## src/rtl/npc_unit.sv

```systemverilog
module npc_unit #(
  parameter logic [31:0] RESET_VEC = 32'h0040_0000
) (
  input  logic        clk,
  input  logic        rst,
  input  logic        en,
  input  logic [31:0] instr,
  input  logic [31:0] rs_val,
  input  logic [31:0] rt_val,
  output logic [31:0] pc,
  output logic [31:0] npc,
  output logic        link_we,
  output logic [31:0] link_data,
  output logic [4:0]  link_idx
);
  localparam logic [5:0] OP_SPECIAL = 6'd0;
  localparam logic [5:0] OP_JUMP    = 6'd2;
  localparam logic [5:0] OP_JLINK   = 6'd3;
  localparam logic [5:0] OP_BREQ    = 6'd4;
  localparam logic [5:0] OP_BRNE    = 6'd5;
  localparam logic [5:0] FN_JREG    = 6'd8;
  localparam logic [4:0] LINK_REG   = 5'd31;

  logic [5:0]  opcode, funct;
  logic [31:0] seq_pc, br_pc, jmp_pc;
  logic        same;

  assign opcode = instr[31:26];
  assign funct  = instr[5:0];
  assign seq_pc = pc + 32'd4;
  assign br_pc  = seq_pc + {{14{instr[15]}}, instr[15:0], 2'b00};
  assign jmp_pc = {pc[31:28], instr[25:0], 2'b00};
  assign same   = (rs_val == rt_val);

  always_comb begin
    case (opcode)
      OP_BREQ:    npc = same  ? br_pc : seq_pc;
      OP_BRNE:    npc = !same ? br_pc : seq_pc;
      OP_JUMP:    npc = jmp_pc;
      OP_JLINK:   npc = jmp_pc;
      OP_SPECIAL: npc = (funct == FN_JREG) ? rs_val : seq_pc;
      default:    npc = seq_pc;
    endcase
  end

  always_ff @(posedge clk) begin
    if (rst)     pc <= RESET_VEC;
    else if (en) pc <= npc;
  end

  assign link_we   = en && !rst && (opcode == OP_JLINK);
  assign link_data = seq_pc;
  assign link_idx  = LINK_REG;
endmodule


```

## config.mk

```make
export PLATFORM = sky130hd
export DESIGN_NAME = npc_unit
export DESIGN_NICKNAME = d
export VERILOG_FILES = /design/src/rtl/npc_unit.sv
export SDC_FILE = /design/constraint.sdc
export NUM_CORES = 1
export LEC_CHECK = 0
export ABC_CLOCK_PERIOD_IN_PS = 12350
export BUFFER_PORTS_ARGS = -buffer_cell sky130_fd_sc_hd__buf_4
export CAP_MARGIN = 30
export CORE_AREA = 2 2 97 99
export CTS_CLUSTER_SIZE = 10
export DETAILED_ROUTE_END_ITERATION = 16
export DIE_AREA = 0 0 99 101
export MAX_ROUTING_LAYER = met4
export PLACE_DENSITY = 0.95
export SLEW_MARGIN = 20
export SYNTH_ARGS = -nofsm -noshare
export SYNTH_HDL_FRONTEND = slang
export SYNTH_SLANG_ARGS = --single-unit
```

## constraint.sdc

```tcl
create_clock -name clk -period 12.35 [get_ports clk]
set_input_delay 2.47 -clock clk [delete_from_list [all_inputs] [get_ports clk]]
set_output_delay 2.47 -clock clk [all_outputs]
set_load 0.01 [all_outputs]
```

# == Word level (Yosys, flattened, before mapping) ==
# Index checks and enable logic that the tools add are counted.
# totals
register_bits,32
input_bits,99
out_inout_bits,102
# classes
addsub,2
n_eq_ne,6
n_reduce_logical,5
muxes,4
# ops
cell,count
one-hot mux 32 bit (4 select lines),1
2-to-1 mux 32 bit,3
"adder 32 x 3 -> 32 bit, second input constant",1
adder 32 bit,1
equality test 32 bit,1
"equality test 6 x 2 -> 1 bit, second input constant",2
"equality test 6 x 3 -> 1 bit, second input constant",2
"equality test 6 x 4 -> 1 bit, second input constant",1
logical NOT 6 bit,1
logical AND 1 bit,2
OR reduction 2 bit,1
logical NOT 1 bit,1

# == Longest topological paths before layout ==
# Gate-level depths: netlist (run 1).
# logic_depth
depth_word,4
mapped_depth,16

# == Worst setup path before layout (run 1) ==
# Ideal clock, no wire load.
# synth_timing
path_type,input to output
startpoint,input port instr[2]
endpoint,output port npc[27]
n_path_buf,0
required_time_ns,9.880
slack_ns,5.418
cell_stages,8
arrival_ns,4.462
cell_sequence,ha_1 o21ai_0 o21a_1 or2_2 o211ai_1 and3_1 nor4_1 o31ai_1
# synth_via
elab_chain_len,3
elab_cells_between_ends,6
# synth_lines
element,line,source
start: declaration,7,"input logic [31:0] instr,"
adder 32 bit or equality test 6 x 4 -> 1 bit (tied branches),"31, 41",
2-to-1 mux 32 bit (on tied branches),"38, 37, 41",
one-hot mux 32 bit (4 select lines) *,36,case (opcode)
end: declaration,11,"output logic [31:0] npc,"
# Mark *: on every way between the ends. The rest lies on a longest branch, timed or not.

# == Final worst setup path (run 1) ==
# layout_timing
startpoint,input port rt_val[20]
endpoint,output port npc[26]
# layout_via
elab_chain_len,3
elab_cells_between_ends,4
# layout_lines
element,line,source
start: declaration,9,"input logic [31:0] rt_val,"
equality test 32 bit *,33,assign same = (rs_val == rt_val);
2-to-1 mux 32 bit (on tied branches),"38, 37",
one-hot mux 32 bit (4 select lines) *,36,
# Marks and branches as above.

==> run summary, run 1 <==
The run finished with clean final reports. Worst stage delay on the critical path: 0.73 ns. Measured along the x axis, the die boundary spans 99 um.

The slowest stage of the critical path belongs to the cell sky130_fd_sc_hd__or2_1. Detailed routing inserted a total of 5956 vias. The starting DRC count in detailed routing was 509; the number of vias per cell was 6.59. The number of enable-type register cells in the synthesized netlist is 0, and the register clock-pin slew on the reported worst setup and hold paths is 0.08 ns.

Counting the buffers created by CTS gives 5. The fraction of registers with async set/reset is 0, and the ratio of total power to cell area is 67.2 mW/mm^2. The run gives 201 as the total I/O pin count. Flip-flop count of the largest register, all copies and words added: 32. The worst-case IR drop observed on VDD is 0.0362 mV. In the synthesized netlist, the number of instances is 617. The later-pin clock latency in the skew report was 0.30 ns. In this run the static leakage power is 2.93 nW. Endpoint type of the worst setup path: a primary output. The final-layout fill cell count was 781; the proportion of synthesized chip area in sequential cells was 0.137.

The worst register-to-register path has a setup slack of 7.78 ns. The max-slew violation total from the final report was 0; the count of nets after finishing was 927. Leaving out fill and tap cells, the most frequent cell in the layout is sky130_fd_sc_hd__buf_4. The worst slew margin relative to its limit came out at 0.430. TritonCTS built the clock tree. The number of max-cap violations was 0. In the final timing run, aggregate negative setup slack is 0 ns.

The net switching share of the total power was 0.407; the placeable core area was 0.00898 mm^2. At the pin with the least slew margin, the transition time is 0.855 ns. The tools report the initial core utilization as 0.521. For the global-route wire length before repair, the log shows 28500 um. The part of the power in the clock network was 0.222; the overall power consumption was 0.419 mW. The number of hold buffers added after CTS was 0. Registers take 641 um^2. The number of antenna violations at the first check in global routing came out at 0.

The number of H-tree branching levels was 2; the number of core rows was 35. Hold timing on the final database bottoms out at a slack of 0.545 ns. The maximum number of buffers from clock root to sink was 2. In this run the remaining antenna-violating nets after routing total 0.

Entering global routing, the biggest net connects 49 pins. The arrival time of data at the critical path endpoint is 5.42 ns, and the sequential power share is 0.282. The minimum period implied by the final worst setup slack is 7.89 ns, and the worst setup timing slack at the placement stage is 4.59 ns.

In the layout the commonest cells are sky130_fd_sc_hd__buf_4, sky130_fd_sc_hd__nor2_1, sky130_fd_sc_hd__nand2_1, sky130_fd_sc_hd__xor2_1, sky130_fd_sc_hd__ha_1. The netlist uses 77 different library cells. For the filler-free cell count of the finished design, the log shows 904. The growth of design area from synthesis to finish works out to 33.4%. The register ranked first by flip-flop count was pc. 0 antenna diodes ended up in the layout. The clock drives 32 sinks. The run gives 5551 as the number of global-route vias before repair. The global-route usage over all layers was 0.368. Setup violations remaining at the end of the flow were counted as 0. Share of final-layout standard cells stronger than drive strength 1: 0.285.

The largest registers in the layout are pc: 32 flops. On the final layout, the worst clock skew is 0.00540 ns. In this run the post-CTS setup repair buffer count came out at 0.

Cell chosen for the clock root: sky130_fd_sc_hd__clkbuf_8. The tools report the required time of the critical path as 9.88 ns. After detailed routing, the average wire length per cell comes to 21.4 um. The final worst-path cycle share works out to 0.639.

Traced cell by cell, the critical path runs through buf_4 -> xor2_1 -> nor4_1 -> nand4_1 -> nor3_2 -> or2_1 -> o311ai_0 -> nand3_1 -> buf_4. Cell repeated most along the worst path: sky130_fd_sc_hd__buf_4. The die covers 0.0100 mm^2. The worst setup path category is in -> out. The mapped netlist covers 0.00468 mm^2. The path type of the worst min-delay path was reg -> reg.

For this run, the detailed router's first-pass iteration total came to 7. In this run, post-CTS repair resized a total of 0 instances. Wires add up to 19300 um. The combinational group share of total power was 0.496; the number of synthesized register bits was 32. The port buffer count came out at 195. In the routed design, unresolved DRC markers number 0. Routability-driven placement finished with a final weighted congestion of 0.990. The die is 101 um tall. The run gives 0.00383 mm^2 as the combined area of the multi-input logic cells. Internal power comes to 0.249 mW. The run gives 896 as the number of cells in the design after placement. The startpoint class of the critical path is an input pin. For this run, the top clock speed supported by timing is 127 MHz. The minimum setup slack in the final design is 4.46 ns. Along the worst path, the maximum fanout reaches 19. Summed over all layers, the global routing overflow is 0. The most common flop cell mapped by yosys is sky130_fd_sc_hd__dfxtp_1. Yosys printed 0 warnings. The number of hold violations in the final report was 0.

A synthesized cell averages 7.58 um^2. In this run the power spent charging and discharging nets is 0.171 mW. Setup repair after global routing left no endpoint under its margin. HPWL after detailed placement: 15100 um.
[cell usage after synthesis (all sizes together), types with 15 or more instances]
master   n  area (um^2)
a222oi  22          220
xnor2   30          263
xor2    45          394
a21oi   31          159
clkbuf  20         75.1
nor2    65          244
o21ai   24          120
nand3   21          105
ha      35          438
dfxtp   32          641
nand2   62          233
nand4   15          100
[routing by layer]
metal	track usage	up-vias	share of wire
met3	0.0527	47	0.10
li1	-	2691	-
met2	0.598	433	0.48
met5	-	-	0
met4	0.159	0	0.029
met1	0.455	2785	0.39
[cell families (layout without fill, tap and decap cells)]
family                   after synthesis  count (layout)  synth area share
AND/OR/NAND/NOR                      234             234             0.257
multiplexers                          10              10            0.0217
buffers and inverters                 49             221            0.0482
XOR/XNOR                              76              76             0.146
adder cells (fa/ha/maj)               36              36            0.0979
other                                  1               5          0.000802
AO/OA/AOI/OAI                        179             179             0.292
flip-flops                            32              32             0.137
[worst paths after layout]
check                           start                  end  cells after the start
setup reg to reg   pc[2]$_SDFFE_PP0P_  pc[31]$_SDFFE_PP0P_                     15
hold reg to reg   pc[29]$_SDFFE_PP0P_  pc[29]$_SDFFE_PP0P_                      2
setup / recovery           rt_val[20]              npc[26]                      9
hold / removal    pc[29]$_SDFFE_PP0P_  pc[29]$_SDFFE_PP0P_                      2
[cell type report]
cell class              instances  area share
clock buffers                   8      0.0144
inverters                      15     0.00902
multi-input cells             540       0.613
flip-flops and latches         32       0.103
well taps                     111      0.0223
repair buffers                198       0.238
[power by group through the flow]
stage | Combinational (mW) | Clock [mW] | Sequential, mW
5_1_grt | 0.222 | 0.0967 | 0.119
4_1_cts | 0.204 | 0.0918 | 0.118
2_1_floorplan | 0.113 | 0 | 0.120
6_report | 0.208 | 0.0930 | 0.118
3_5_place_dp | 0.202 | 0 | 0.120
3_3_place_gp | 0.200 | 0 | 0.120
[through the flow]
stage / area (um^2) / util
finish: 6240 / 0.695
global route: 6240 / 0.695
global placement: 6150 / 0.685
floorplan: 4690 / -
CTS: 6240 / 0.695
detailed placement: 6150 / 0.685
[critical path, delay by kind of cell]
kind,cells,cell delay (ns)
simple gates,5,2.19
compound gates,1,0.35
buf+inv,2,0.25
xor+xnor,1,0.16
Power figures use the tool's default switching activity.
==> inputs of run 2 (changes only) <==
ABC_AREA = 1   (was default)
ABC_CLOCK_PERIOD_IN_PS = 7500   (was 12350)
CORE_AREA = 2 2 109 111   (was 2 2 97 99)
DIE_AREA = 0 0 111 113   (was 0 0 99 101)
PLACE_DENSITY = 0.93   (was 0.95)
clock period = 7.5 ns   (was 12.35 ns; I/O delays follow)
==> run summary, run 2 <==
The number of synthesized register bits was 32 (unchanged); the combined area of the multi-input logic cells was 0.00433 mm^2 (+13%). The tools report the aggregate global routing overflow as 0 (unchanged). The path type of the worst min-delay path was reg -> reg. The most common cell after layout, fill and taps aside is sky130_fd_sc_hd__nand2_1.

The initial core utilization was 0.523 (+0.00197); the flip-flop count of the largest register, all copies and words added was 32 (unchanged). Number of max-cap violations: 0 (unchanged). The run gives 32 (unchanged) as the number of clock sinks.

The critical path goes through ha_1 -> nand2_1 -> nor2_2 -> nand2_1 -> nor2_2 -> nand3_2 -> nor2_4 -> nand2_4 -> o21ai_2 -> nand2_1 -> ha_1 -> nand2_1 -> nor2_1 -> nand2_1 -> nor2_1 -> nand2_1 -> nand3_1 -> nand2_1 -> nand3_1 -> nand3_1 -> nand2_1 -> inv_1 -> buf_4. Sorting the synthesized cells by area gives the leading types as sky130_fd_sc_hd__nand2_1, sky130_fd_sc_hd__inv_1, sky130_fd_sc_hd__dfxtp_1. In the layout the commonest cells are sky130_fd_sc_hd__nand2_1, sky130_fd_sc_hd__inv_1, sky130_fd_sc_hd__buf_4, sky130_fd_sc_hd__nor2_1, sky130_fd_sc_hd__nand3_1. The final worst-path cycle share was 0.718; the count of cell types in the netlist was 45 (-42%). The family of cells with the greatest summed delay on the critical path was simple AND/OR/NAND/NOR gates. The required time of the critical path was 6.00 ns (-3.88 ns). For the worst setup timing slack at the placement stage, the log shows 2.39 ns (-2.20 ns). The worst setup path is captured at a primary output. The HPWL after detailed placement is 18000 um (+19%), and the synthesized netlist cell count is 1113 (+80%).

The number of enable-type register cells in the synthesized netlist was 0 (unchanged). The share of the synthesized area in the top cell type came out at 0.249 (+0.112). The logs give 0.0113 mm^2 (+26%) for the placeable core area and 2 (unchanged) for the number of H-tree branching levels.

The tools report the aggregate negative setup slack as 0 ns (unchanged). Among the stages of the critical path, the cell type that occurs most often is sky130_fd_sc_hd__nand2_1. The register clock-pin slew on the reported worst setup and hold paths was 0.06 ns (-0.02 ns). The worst slew margin relative to its limit was 0.458 (+0.0277). The global-route usage over all layers is 0.358 (-0.00961), and the storage element area is 641 um^2 (unchanged). The die width works out to 111 um (+12%). For the global-route wire length before repair, the log shows 35500 um (+25%).

In the synthesized netlist, the cells that appear most often are sky130_fd_sc_hd__nand2_1, sky130_fd_sc_hd__inv_1, sky130_fd_sc_hd__nor2_1, sky130_fd_sc_hd__nand3_1, sky130_fd_sc_hd__a21oi_1. For the worst supply voltage drop on vdd, the log shows 0.144 mV (+300%). Arrival time of data at the critical path endpoint: 3.88 ns (-1.54 ns). Ranked by flip-flop count, first place goes to pc. Number of core rows: 39 (+11%).

The startpoint class of the critical path is a flip-flop. The cell at the slowest stage of the critical path is sky130_fd_sc_hd__ha_1. The run gives 1.06 (+7.4%) as the final RePlAce weighted congestion. For the number of clock buffers inserted by TritonCTS, the log shows 5 (unchanged).

The first-pass iteration count of the detailed router is 6 (-1), and the final number of setup-violating endpoints is 0 (unchanged). The die height came out at 113 um (+12%). The minimum setup slack in the final design was 2.12 ns (-2.34 ns); the number of global-route vias before repair was 7268 (+31%).

The vias after detailed routing was 7783 (+31%); the worst stage delay on the critical path was 0.38 ns (-0.35 ns). The largest driver fanout on the critical path works out to 5 (-14). Number of hold violations in the final report: 0 (unchanged).

The count of hold-fix buffers inserted at cts was 0 (unchanged). The transition time at the pin with the least slew margin is 0.812 ns (-0.0424 ns). The placed instance area came out at 0.00740 mm^2 (+20%).

The synthesized area per cell came out at 5.29 um^2 (-30%). The area of the die was 0.0125 mm^2 (+25%); the total I/O pin count was 201 (unchanged). The routed design could run at a clock period as short as 5.38 ns. The tools report the max-slew violation total from the final report as 0 (unchanged).

sky130_fd_sc_hd__nand2_1 takes more of the synthesized area than any other cell. The pin count of the biggest net entering global routing was 45 (-8.2%). In the final layout, the registers with the most flip-flops are pc: 32 flops.

The port buffer count was 195 (unchanged); the ratio of total power to cell area was 111 mW/mm^2 (+65%). The final-layout fill cell count was 1099 (+41%). The run gives 0 (unchanged) as the total of warnings raised by yosys. The worst clock skew was 0.00401 ns (-0.00140 ns). The worst setup path is of the reg -> out kind. The most used flip-flop cell after synthesis is sky130_fd_sc_hd__dfxtp_1. The number of buffer and inverter instances along the worst setup path is 2 (unchanged), and the total standard cell area after synthesis is 0.00589 mm^2 (+26%).

Setup repair after global routing left no endpoint under its margin. The tools report the final design instance area without fill as 0.00754 mm^2 (+21%). The flow ran to the end, and the final reports show no timing, DRC or antenna violations. The number of antenna-violating nets in the routed design was 0 (unchanged); the growth of design area from synthesis to finish was 28.0%. By instance count, the leading cell after synthesis is sky130_fd_sc_hd__nand2_1. The post-detailed-routing wire length is 22100 um (+14%), and the number of vias per cell is 5.42 (-18%). The leakage power summed over all cells came out at 4.56 nW (+55%). The final routed wire length divided by cell count is 15.4 um (-28%). The tools report the count of nets after finishing as 1428 (+54%). TritonCTS built the clock tree. The fraction of registers with async set/reset is 0 (unchanged). The run gives 0.29 ns (about the same) as the later-pin clock latency in the skew report. The tree is rooted in a sky130_fd_sc_hd__clkbuf_16.

The proportion of synthesized chip area in sequential cells is 0.109 (-0.0283). The maximum number of buffers from clock root to sink is 2 (unchanged), and the post-detailed-route DRC marker count is 0 (unchanged). Share of final-layout standard cells stronger than drive strength 1: 0.187 (-0.0980). The top achievable clock speed is 186 MHz, and the post-cts repair resize count is 0 (unchanged). Number of antenna violations at the first check in global routing: 0 (unchanged).

The logs give 0 (unchanged) for the count of antenna diodes in the layout and 0 (unchanged) for the setup fix buffers added after clock tree synthesis. The starting DRC count in detailed routing came out at 956 (+88%).
run 2: cell types whose count changed in the layout (fill, tap and decap cells not counted), sizes merged, moves of 13 or more:
cell    before  now
o21a        13    0
inv         14  207
nand2       62  401
nor4        14    1
xor2        45   22
nand3       21   74
nor2        65  134
a222oi      22    0
run 2: tightest hold or removal path, delay by kind of cell (launching register included):
family / cells / cell delay (ns)
flops: 1 / 0.33
buf+inv: 1 / 0.08
compound gates: 1 / 0.06
run 2: logic make-up after synthesis:
kind of cell | share of synthesized area
adder cells (fa/ha/maj) | 0.0777
other | 0.000636
AO/OA/AOI/OAI | 0.119
XOR/XNOR | 0.0684
buffers and inverters | 0.159
AND/OR/NAND/NOR | 0.467
flip-flops | 0.109
run 2: path summary, 6_finish.rpt:
path | end | startpoint | slack (ns) | depth (start not counted)
min | pc[1]$_SDFFE_PP0P_ | pc[1]$_SDFFE_PP0P_ | 0.51 | 2
max reg2reg | pc[25]$_SDFFE_PP0P_ | pc[3]$_SDFFE_PP0P_ | 3.89 | 22
max | npc[25] | pc[3]$_SDFFE_PP0P_ | 2.12 | 23
min reg2reg | pc[1]$_SDFFE_PP0P_ | pc[1]$_SDFFE_PP0P_ | 0.51 | 2
run 2: layer usage:
metal,track usage,share of wire
met3,0.0589,0.11
met2,0.586,0.46
met4,0.130,0.035
met5,-,0
met1,0.448,0.40
run 2: stage by stage:
| stage | util | hold slack, ns | instances | power, mW |
|---|---|---|---|---|
| 6_report | 0.669 | 0.514 | 1437 | 0.838 |
| 5_1_grt | 0.669 | 0.560 | 1437 | 0.892 |
| 4_1_cts | 0.669 | 0.516 | 1437 | 0.833 |
| 3_5_place_dp | 0.657 | 0.504 | 1429 | 0.622 |
| 3_3_place_gp | 0.657 | 0.491 | 1429 | 0.619 |
| 2_1_floorplan | - | 0.511 | 1117 | 0.449 |
run 2: final cells by class:
class | count | area share
Multi-Input combinational cell | 851 | 0.574
Timing Repair Buffer | 196 | 0.195
Inverter | 207 | 0.103
Sequential cell | 32 | 0.0849
Tap cell | 143 | 0.0237
Clock buffer | 5 | 0.0166
Clock inverter | 3 | 0.00249
run 2: power by group:
group	switching, mW	total [mW]	internal (mW)
Clock	0.0861	0.209	0.122
Combinational	0.248	0.426	0.178
Sequential	0.0210	0.203	0.182
Total	0.356	0.838	0.482
==> inputs of run 3 (changes only) <==
ABC_AREA = 0   (was 1)
ABC_CLOCK_PERIOD_IN_PS = 5600   (was 7500)
CORE_AREA = 2 2 100 102   (was 2 2 109 111)
DIE_AREA = 0 0 102 104   (was 0 0 111 113)
clock period = 5.6 ns   (was 7.5 ns; I/O delays follow)
==> run summary, run 3 (synthesis gave the netlist of run 1 again) <==
The run finished with clean final reports. The run gives 28100 um (-21%) as the global-route wire length before repair. The logs give 36 (-7.7%) for the number of core rows and 0.340 (-0.0181) for the global-route usage over all layers.

The post-detailed-routing wire length is 18200 um (-18%). Setup repair after global routing could not meet its margin everywhere. The run gives 0.462 (+0.0146) as the met1 capacity usage during global routing. Number of hold violations in the final report: 0 (unchanged). Most common cell after layout, fill and taps aside: sky130_fd_sc_hd__buf_4. Pin count of the biggest net entering global routing: 49 (+8.9%). The aggregate negative setup slack was 0 ns (unchanged).

The transition time at the pin with the least slew margin is 0.660 ns (-0.153 ns). The worst setup path category was reg -> out. Starting DRC count in detailed routing: 632 (-34%).

The HPWL after detailed placement was 14400 um (-20%). Register clock-pin slew on the reported worst setup and hold paths: 0.07 ns (about the same). The flip-flop count of the largest register, all copies and words added was 32 (unchanged); the number of antenna-violating nets in the routed design was 0 (unchanged). The required time of the critical path is 4.48 ns (-1.52 ns). The largest driver fanout on the critical path is 6 (+1), and the post-detailed-route DRC marker count is 0 (unchanged). For the maximum number of buffers from clock root to sink, the log shows 2 (unchanged). The run gives 2 (unchanged) as the number of H-tree branching levels. The global routing met3 resource utilization was 0.0524 (-0.00650); the first-pass iteration count of the detailed router was 7 (+1). Minimum period implied by the final worst setup slack: 5.42 ns. Counting flops per register, the top entry is pc. The number of vias per cell is 6.18 (+14%). From synthesis to final layout, the design area changed by 36.1%.

The path class of the tightest hold or removal check is reg -> reg. For the setup slack on the worst flop-to-flop path, the log shows 1.60 ns (-2.29 ns). The final RePlAce weighted congestion was 1.03 (-3.1%); the overall power consumption was 0.912 mW (+8.8%).

The logs give 0 (unchanged) for the aggregate global routing overflow and 0.490 (-0.0332) for the initial core utilization. The worst slew margin relative to its limit is 0.556 (+0.0983), and the top achievable clock speed is 184 MHz. The tools report the max-slew violation total from the final report as 0 (unchanged). The library cells used most frequently in the layout, excluding fill and tap cells, are sky130_fd_sc_hd__buf_4, sky130_fd_sc_hd__nor2_1, sky130_fd_sc_hd__nand2_1, sky130_fd_sc_hd__xor2_1, sky130_fd_sc_hd__ha_1. The run gives 0.00699 ns (+0.00299 ns) as the worst clock skew. The setup fix buffers added after clock tree synthesis came out at 0 (unchanged). In this run the clock root is driven by a sky130_fd_sc_hd__clkbuf_8. The area of the die was 0.0106 mm^2 (-15%).

The ratio of total power to cell area was 143 mW/mm^2 (+29%). The worst setup path is launched from a flip-flop. The tools report the number of antenna violations at the first check in global routing as 0 (unchanged). The run gives 5263 (-28%) as the number of global-route vias before repair. The port buffer count is 195 (unchanged), and the die width is 102 um (-8.1%). The largest registers in the layout are pc: 32 flops. The run gives 0 (unchanged) as the number of max-cap violations. The tools report the arrival time of data at the critical path endpoint as 4.30 ns (+0.42 ns). The most crowded layer after global routing was met2.

The tools report the worst setup timing slack at the placement stage as 0.371 ns (-2.02 ns). The worst supply voltage drop on vdd is 0.0823 mV (-43%), and the vias after detailed routing is 5770 (-26%). The count of antenna diodes in the layout came out at 0 (unchanged).

The die height was 104 um (-8.0%). The count of nets after finishing is 934 (-35%). The minimum setup slack in the final design is 0.177 ns (-1.94 ns), and the share of final-layout standard cells stronger than drive strength 1 is 0.299 (+0.112). The final worst-path cycle share works out to 0.968. TritonCTS built the clock tree. The logs give 0.29 ns (about the same) for the later-pin clock latency in the skew report and 201 (unchanged) for the total I/O pin count. STA classifies the critical path endpoint as a primary output. Final routed wire length divided by cell count: 19.5 um (+27%). The worst reg2reg path startpoint is pc[2]$_SDFFE_PP0P_. The number of clock buffers inserted by TritonCTS came out at 5 (unchanged). The run gives 0 (unchanged) as the final number of setup-violating endpoints. The tools report the start point of the worst min-delay path as pc[25]$_SDFFE_PP0P_.

The met2 demand-to-capacity share in global routing is 0.516 (-0.0692). The number of clock sinks was 32 (unchanged); the placeable core area was 0.00955 mm^2 (-15%). The tools report the leakage power summed over all cells as 3.01 nW (-34%).

Tracing the worst setup path back leads to its startpoint at pc[2]$_SDFFE_PP0P_.
## run 3: critical path, cell delays in order, from the launching register on
cell and delay (ns):
sky130_fd_sc_hd__dfxtp_1 0.43, sky130_fd_sc_hd__ha_1 0.25, sky130_fd_sc_hd__nand3_1 0.22, sky130_fd_sc_hd__nor2_2 0.25
sky130_fd_sc_hd__nand4_1 0.21, sky130_fd_sc_hd__nor2_1 0.25, sky130_fd_sc_hd__nand3_1 0.18, sky130_fd_sc_hd__xnor2_2 0.24
sky130_fd_sc_hd__ha_1 0.31, sky130_fd_sc_hd__a21o_1 0.21, sky130_fd_sc_hd__or4_1 0.40, sky130_fd_sc_hd__o21bai_1 0.29
sky130_fd_sc_hd__or3_1 0.16, sky130_fd_sc_hd__a21oi_1 0.07, sky130_fd_sc_hd__a211oi_2 0.27, sky130_fd_sc_hd__nand2_1 0.11
sky130_fd_sc_hd__buf_4 0.17
## run 3: metrics by stage
step | std cells | util | instance area [um^2] | hold slack (ns)
CTS | 933 | 0.662 | 6320 | 0.548
floorplan | 621 | - | 4690 | 0.534
global placement | 925 | 0.652 | 6230 | 0.525
finish | 933 | 0.667 | 6360 | 0.542
global route | 933 | 0.667 | 6360 | 0.588
detailed placement | 925 | 0.652 | 6230 | 0.536
## run 3: final timing paths
check,cells after the start,end
max,16,npc[31]
min,2,pc[25]$_SDFFE_PP0P_
max reg2reg,15,pc[31]$_SDFFE_PP0P_
min reg2reg,2,pc[25]$_SDFFE_PP0P_
## run 3: layout make-up
cell class / instances / area (um^2)
multi-input combinational: 540 / 3870
inverter: 15 / 56.3
timing repair buffer: 205 / 1540
clock buffer: 8 / 90.1
sequential: 32 / 641
fill: 842 / 3180
tap: 133 / 166
## run 3: timing repair
item                                    CTS  global route
gates resized for setup                   0             7
endpoints found under the setup margin    0             8
hold endpoints to repair                  0             0
hold buffers                              0             0
## run 3: layer usage
metal  up-vias  share of wire  wire length (um)
li1       2692              -                 -
met1      2661           0.42              7580
met2       372           0.45              8110
met3        45           0.10              1900
met4         0          0.033               591
met5         -              0                 0
## run 3: power breakdown
part | switching [mW] | total, mW | internal (mW)
Clock | 0.0948 | 0.195 | 0.100
Sequential | 0.0209 | 0.260 | 0.240
Combinational | 0.245 | 0.456 | 0.211
Total | 0.361 | 0.912 | 0.551
